## src/rtl/emmc_rsp_pkg.sv

```systemverilog
package emmc_rsp_pkg;
   typedef enum logic [1:0] {
      RK_NONE  = 2'b00,
      RK_SHORT = 2'b01,
      RK_LONG  = 2'b10
   } rsp_kind_e;

   typedef enum logic [1:0] {
      ST_IDLE,
      ST_WAIT,
      ST_RECV,
      ST_EVAL
   } rx_state_e;
endpackage

```

## src/rtl/emmc_rsp_crc.sv

```systemverilog
module emmc_rsp_crc #(
   parameter int CRC_W = 7,
   parameter logic [CRC_W-1:0] POLY = 7'h09
) (
   input  logic             clk,
   input  logic             rst_n,
   input  logic             clr,
   input  logic             en,
   input  logic             bit_in,
   output logic [CRC_W-1:0] crc
);
   logic fb;
   assign fb = crc[CRC_W-1] ^ bit_in;

   always_ff @(posedge clk or negedge rst_n) begin
      if (!rst_n)
         crc <= '0;
      else if (clr)
         crc <= '0;
      else if (en)
         crc <= {crc[CRC_W-2:0], 1'b0} ^ (fb ? POLY : '0);
   end
endmodule

```

## src/rtl/emmc_rsp_wdog.sv

```systemverilog
module emmc_rsp_wdog #(
   parameter int TMO_CYCLES = 64
) (
   input  logic clk,
   input  logic rst_n,
   input  logic clr,
   input  logic run,
   output logic expire
);
   localparam int CW = (TMO_CYCLES > 1) ? $clog2(TMO_CYCLES) : 1;
   localparam logic [CW-1:0] LAST = CW'(TMO_CYCLES - 1);

   logic [CW-1:0] cnt;

   assign expire = run && (cnt == LAST);

   always_ff @(posedge clk or negedge rst_n) begin
      if (!rst_n)
         cnt <= '0;
      else if (clr)
         cnt <= '0;
      else if (run && !expire)
         cnt <= cnt + 1'b1;
   end
endmodule

```

## src/rtl/emmc_rsp_rx.sv

```systemverilog
module emmc_rsp_rx
   import emmc_rsp_pkg::*;
#(
   parameter int SHORT_LEN  = 48,
   parameter int LONG_LEN   = 136,
   parameter int HDR_BITS   = 8,
   parameter int IDX_W      = 6,
   parameter int CRC_W      = 7,
   parameter int TMO_CYCLES = 64
) (
   input  logic                             clk,
   input  logic                             rst_n,
   input  logic                             expect_vld,
   input  logic [1:0]                       expect_kind,
   input  logic                             cmd_in,
   output logic                             rsp_valid,
   output logic                             crc_err,
   output logic                             frame_err,
   output logic                             timeout,
   output logic [IDX_W-1:0]                 rsp_index,
   output logic [SHORT_LEN-HDR_BITS-9:0]    rsp_status,
   output logic [LONG_LEN-HDR_BITS-1:0]     rsp_payload
);
   localparam int TAIL  = CRC_W + 1;
   localparam int STAT_W = SHORT_LEN - HDR_BITS - TAIL;
   localparam int PAY_W = LONG_LEN - HDR_BITS;
   localparam int CNT_W = $clog2(LONG_LEN + 1);
   localparam logic [CNT_W-1:0] SHORT_N = CNT_W'(SHORT_LEN);
   localparam logic [CNT_W-1:0] LONG_N  = CNT_W'(LONG_LEN);

   generate
      if (HDR_BITS != IDX_W + 2) begin : g_bad_hdr
         $error("header must be start, direction and index bits");
      end
      if (LONG_LEN <= SHORT_LEN || SHORT_LEN <= HDR_BITS + TAIL) begin : g_bad_len
         $error("frame lengths inconsistent");
      end
      if (TMO_CYCLES < 2) begin : g_bad_tmo
         $error("timeout window too short");
      end
   endgenerate

   rx_state_e               state;
   logic                    is_long;
   logic [LONG_LEN-1:0]     sr;
   logic [CNT_W-1:0]        bit_cnt;
   logic [CRC_W-1:0]        crc_val;
   logic                    arm, start_seen, tmo_hit, accept, crc_en;
   logic [CNT_W-1:0]        ordinal, frame_n, crc_lo, crc_hi, cnt_next;

   assign arm        = (state == ST_IDLE) && expect_vld &&
                       ((expect_kind == RK_SHORT) || (expect_kind == RK_LONG));
   assign start_seen = (state == ST_WAIT) && !cmd_in;
   assign accept     = start_seen || (state == ST_RECV);
   assign ordinal    = (state == ST_WAIT) ? CNT_W'(1) : bit_cnt + 1'b1;
   assign frame_n    = is_long ? LONG_N : SHORT_N;
   assign crc_lo     = is_long ? CNT_W'(HDR_BITS + 1) : CNT_W'(1);
   assign crc_hi     = frame_n - CNT_W'(TAIL);
   assign crc_en     = accept && (ordinal >= crc_lo) && (ordinal <= crc_hi);
   assign cnt_next   = bit_cnt + 1'b1;

   emmc_rsp_crc #(.CRC_W(CRC_W), .POLY(CRC_W'(7'h09))) crc_i (
      .clk    (clk),
      .rst_n  (rst_n),
      .clr    (arm),
      .en     (crc_en),
      .bit_in (cmd_in),
      .crc    (crc_val)
   );

   emmc_rsp_wdog #(.TMO_CYCLES(TMO_CYCLES)) wdog_i (
      .clk    (clk),
      .rst_n  (rst_n),
      .clr    (arm),
      .run    ((state == ST_WAIT) && cmd_in),
      .expire (tmo_hit)
   );

   // Field extraction from the assembled frame
   logic                 dir_bit, end_bit, idx_bad;
   logic [IDX_W-1:0]     idx_f;
   logic [CRC_W-1:0]     crc_rx;

   always_comb begin
      end_bit = sr[0];
      crc_rx  = sr[CRC_W:1];
      if (is_long) begin
         dir_bit = sr[LONG_LEN-2];
         idx_f   = sr[LONG_LEN-3 -: IDX_W];
         idx_bad = (idx_f != {IDX_W{1'b1}});
      end else begin
         dir_bit = sr[SHORT_LEN-2];
         idx_f   = sr[SHORT_LEN-3 -: IDX_W];
         idx_bad = 1'b0;
      end
   end

   always_ff @(posedge clk or negedge rst_n) begin
      if (!rst_n) begin
         state       <= ST_IDLE;
         is_long     <= 1'b0;
         sr          <= '0;
         bit_cnt     <= '0;
         rsp_valid   <= 1'b0;
         crc_err     <= 1'b0;
         frame_err   <= 1'b0;
         timeout     <= 1'b0;
         rsp_index   <= '0;
         rsp_status  <= '0;
         rsp_payload <= '0;
      end else begin
         rsp_valid <= 1'b0;
         crc_err   <= 1'b0;
         frame_err <= 1'b0;
         timeout   <= 1'b0;
         case (state)
            ST_IDLE: begin
               if (arm) begin
                  is_long <= (expect_kind == RK_LONG);
                  state   <= ST_WAIT;
               end
            end
            ST_WAIT: begin
               if (start_seen) begin
                  sr      <= '0;
                  bit_cnt <= CNT_W'(1);
                  state   <= ST_RECV;
               end else if (tmo_hit) begin
                  timeout <= 1'b1;
                  state   <= ST_IDLE;
               end
            end
            ST_RECV: begin
               sr      <= {sr[LONG_LEN-2:0], cmd_in};
               bit_cnt <= cnt_next;
               if (cnt_next == frame_n)
                  state <= ST_EVAL;
            end
            default: begin
               rsp_valid <= 1'b1;
               crc_err   <= (crc_val != crc_rx);
               frame_err <= dir_bit || !end_bit || idx_bad;
               rsp_index <= idx_f;
               if (is_long)
                  rsp_payload <= sr[PAY_W-1:0];
               else
                  rsp_status <= sr[STAT_W+TAIL-1:TAIL];
               state <= ST_IDLE;
            end
         endcase
      end
   end
endmodule

```

## config.mk

```make
export PLATFORM = sky130hd
export DESIGN_NAME = emmc_rsp_rx
export DESIGN_NICKNAME = d
export VERILOG_FILES = /design/src/rtl/emmc_rsp_pkg.sv /design/src/rtl/emmc_rsp_crc.sv /design/src/rtl/emmc_rsp_wdog.sv /design/src/rtl/emmc_rsp_rx.sv
export SDC_FILE = /design/constraint.sdc
export NUM_CORES = 1
export LEC_CHECK = 0
export ABC_AREA = 0
export BUFFER_PORTS_ARGS = -buffer_cell sky130_fd_sc_hd__buf_2
export CAP_MARGIN = 20
export CELL_PAD_IN_SITES_DETAIL_PLACEMENT = 2
export CELL_PAD_IN_SITES_GLOBAL_PLACEMENT = 2
export CORE_MARGIN = 2
export CORE_UTILIZATION = 45
export CTS_BUF_LIST = sky130_fd_sc_hd__clkbuf_4
export DETAILED_ROUTE_END_ITERATION = 6
export PLACE_DENSITY = 0.9
export SLEW_MARGIN = 20
export SYNTH_ARGS = -nofsm -noshare
export SYNTH_HDL_FRONTEND = slang
export SYNTH_SLANG_ARGS = --single-unit
```

## constraint.sdc

```tcl
create_clock -name clk -period 8.2 [get_ports clk]
set_input_delay 2.05 -clock clk [delete_from_list [all_inputs] [get_ports clk]]
set_output_delay 2.05 -clock clk [all_outputs]
set_load 0.01 [all_outputs]
```

==> flow_summary_export.csv <==
group,metric,value,unit
clock_tree,htreeDepth,3,
run_status,outcome,"completed",
global_route,grt_max_degree,135,
setup_path,end_kind,"register",
routing,num_vias,8367,
setup_path,worst-endpoint-required,8.79,ns
yosys,synth_adder_area_share,0.498,%
clock_tree,clkLatencyLatePin,0.73,ns
floorplan,start_util,45.5,%
sta,rsz0062_at_grt,"no",
sta,worst_pin_slew,1.03,ns
yosys,syn_nets,863,
setup_path,critPathArrivalTime,4.31,ns
cells_and_area,design_area,0.0149,mm^2
power_and_ir_drop,cellPowerDensity,270,mW/mm^2
sta,tns,0,ns
yosys,synth_compound_area_share,11.7,%
global_route,grt_use_total,26.5,%
power_and_ir_drop,leakagePower,8.10,nW
setup_path,start_kind,"primary input",
routing,dr.first_iter.drc_count,448,
yosys,ys_types,47,
clock_tree,cts_tree,"built",
clock_tree,clock_path_buffers,3,
cells_and_area,nets,1077,
sta,fmaxAchievable,269,MHz
clock_tree,clock-sinks,329,
place,port_buffers,175,
cells_and_area,regArea,0.00823,mm^2
clock_tree,post_cts_buffers,0,
sta,hold_slack,0.498,ns
floorplan,coreArea,0.0276,mm^2
floorplan,rows,61,
yosys,yosysSeqAreaShare,65.5,%
clock_tree,cts_root_buf,"clkbuf_4",
routing,drtAntennaViolNets,0,
setup_path,max_stage_delay,0.76,ns
floorplan,io_pins,176,
cells_and_area,area_growth,18.6,%
sta,hold_viol,0,
yosys,synth_top_family_by_area,"multiplexers",
yosys,synth_top_flop_cell,"dfrtp_1",
routing,first_pass_iters,4,
routing,wl_per_cell,25.3,um
clock_tree,cts_hold_buf,0,
place,place_congestion,0.747,
cells_and_area,final_cell_mix,"dfrtp_1, buf_2, mux2_2, a22o_1, clkbuf_4",
global_route,grt-ovfl-total,0,
setup_path,critPathKind,"primary input to register",
clock_tree,cts.repair.resized,0,
yosys,async_reset_ff_share,100,%
setup_path,cp_max_fo,87,
sta,fin_crit_sh,45.4,%
setup_path,crit_path_top_delay_cell,"buf_4",
global_route,grt_pass1_wl,58800,um
yosys,muxShareOfSynthArea,15.5,%
yosys,avgSynthCellArea,14.7,um^2
yosys,synth_edf_count,0,
sta,setup_viol,0,
run,cap_violations,0,
place,place_hpwl,21600,um
global_route,grt_pass1_vias,9616,
yosys,syn_inst,852,
yosys,yosys_warnings,0,
hold_path,hold_class,"register to register",
setup_path,crit_chain,"buf_2 -> nor2_1 -> nor2_4 -> buf_12 -> buf_4 -> o21ai_0 -> o31ai_1",
yosys,synth_xor_xnor_area_share,1.39,%
cells_and_area,drive_gt1_share,44.0,%
floorplan,die_area,0.0293,mm^2
cells_and_area,fillers,2564,
yosys,synth-simple-area-share,3.19,%
power_and_ir_drop,ir_drop,0.000136,V
sta,clock_skew,0.0581,ns
sta,maxSlewViolCount,0,
routing,routed_via_density,5.56,
sta,max-slew-margin-rel,30.8,%
global_route,antenna_found_initial,1,
cells_and_area,multiInputGateArea,0.00409,mm^2
clock_tree,cts_buffers,87,
floorplan,die_w,171,um
routing,drc,0,
sta,finalCriticalPeriod,3.72,ns
place,placed_area,0.0138,mm^2
yosys,synth_seq_cells,329,
yosys,syn_area,0.0126,mm^2
routing,routed_wl,38000,um
clock_tree,clk_pin_slew_worst_paths,0.07,ns
floorplan,fp.dieH,171,um
cells_and_area,final_common_cell,"dfrtp_1",
-- worst max-delay path: cells and delay by family --
kind | cells | cell delay [ns]
and+or+nand+nor | 2 | 0.62
AOI/OAI and AO/OA | 2 | 0.34
buffers and inverters | 3 | 1.17
-- Yosys cell counts (all sizes together), types with 2 or more instances --
| master | count | area [um^2] |
|---|---|---|
| dfrtp | 329 | 8230 |
| mux2 | 161 | 1820 |
| a22o | 137 | 1200 |
| clkbuf | 46 | 173 |
| nand2 | 27 | 101 |
| nor2 | 17 | 63.8 |
| o21ai | 17 | 85.1 |
| buf | 14 | 65.1 |
| mux2i | 13 | 130 |
| xor2 | 11 | 96.3 |
| xnor2 | 9 | 78.8 |
| inv | 8 | 30.0 |
| and3 | 6 | 37.5 |
| a21oi | 5 | 25.0 |
| ha | 5 | 62.6 |
| nand4 | 5 | 31.3 |
| nor2b | 5 | 31.3 |
| nand3 | 4 | 25.0 |
| nor3 | 4 | 20.0 |
| a31oi | 3 | 33.8 |
| o22ai | 3 | 18.8 |
| or3 | 3 | 23.8 |
| nand2b | 2 | 12.5 |
| nor4 | 2 | 12.5 |
| o31ai | 2 | 20.0 |
-- power breakdown --
part	switching (mW)	total (mW)	internal [mW]
combinational	0.487	0.722	0.234
clock	0.727	1.46	0.730
sequential	0.132	1.85	1.71
total	1.35	4.03	2.68
-- layout make-up --
cell class | count | share of cell area [%]
inverters | 8 | 0.202
flip-flops and latches | 329 | 55.3
diodes | 1 | 0.0168
multi-input cells | 455 | 27.4
repair buffers | 185 | 6.69
well taps | 378 | 3.17
clock inverters | 18 | 0.630
clock buffers | 131 | 6.60
-- final timing paths --
check	from	cells after the start	end	slack [ns]
max	cmd_in	7	bit_cnt[3]	4.48
min	rsp_payload[104]	1	rsp_payload[104]	0.50
max reg2reg	state[0]	5	rsp_payload[48]	4.75
min reg2reg	rsp_payload[104]	1	rsp_payload[104]	0.50
max in group asynchronous	rst_n	3	rsp_payload[48]	5.18
min in group asynchronous	rst_n	1	rsp_payload[23]	1.26
-- flip-flops by register name, summed over array words and instances (netlist names) --
signal,count
sr,135
frame_err,1
wdog_i.cnt,6
rsp_payload,128
rsp_valid,1
rsp_status,32
crc_i.crc,7
state,2
crc_err,1
bit_cnt,8
rsp_index,6
is_long,1
timeout,1
-- metrics by stage --
step                cells  util (%)  setup slack, ns  total power, mW
CTS                  1502      53.7             4.21             4.06
finish               1505      53.9             4.48             4.03
global route         1505      53.9             4.37             4.22
detailed placement   1353      49.8             3.55             2.56
global placement     1353      49.8             3.67             2.50
floorplan             852         -             4.46             2.31
-- cells by family after synthesis --
family	count (synthesis)
flops	329
compound gates	176
mux	174
simple gates	80
buf+inv	68
xor+xnor	20
fa+ha+maj	5
-- per-layer routing --
layer	vias to the layer above	share of wire (%)	wire, um	GRT usage [%]
met5	-	0	0	0
met4	0	2.7	1030	9.91
met3	74	6.2	2350	6.85
met2	281	52	19800	46.8
met1	4437	39	14900	31.1
li1	3575	-	-	-
(Power assumes the default switching activity.)
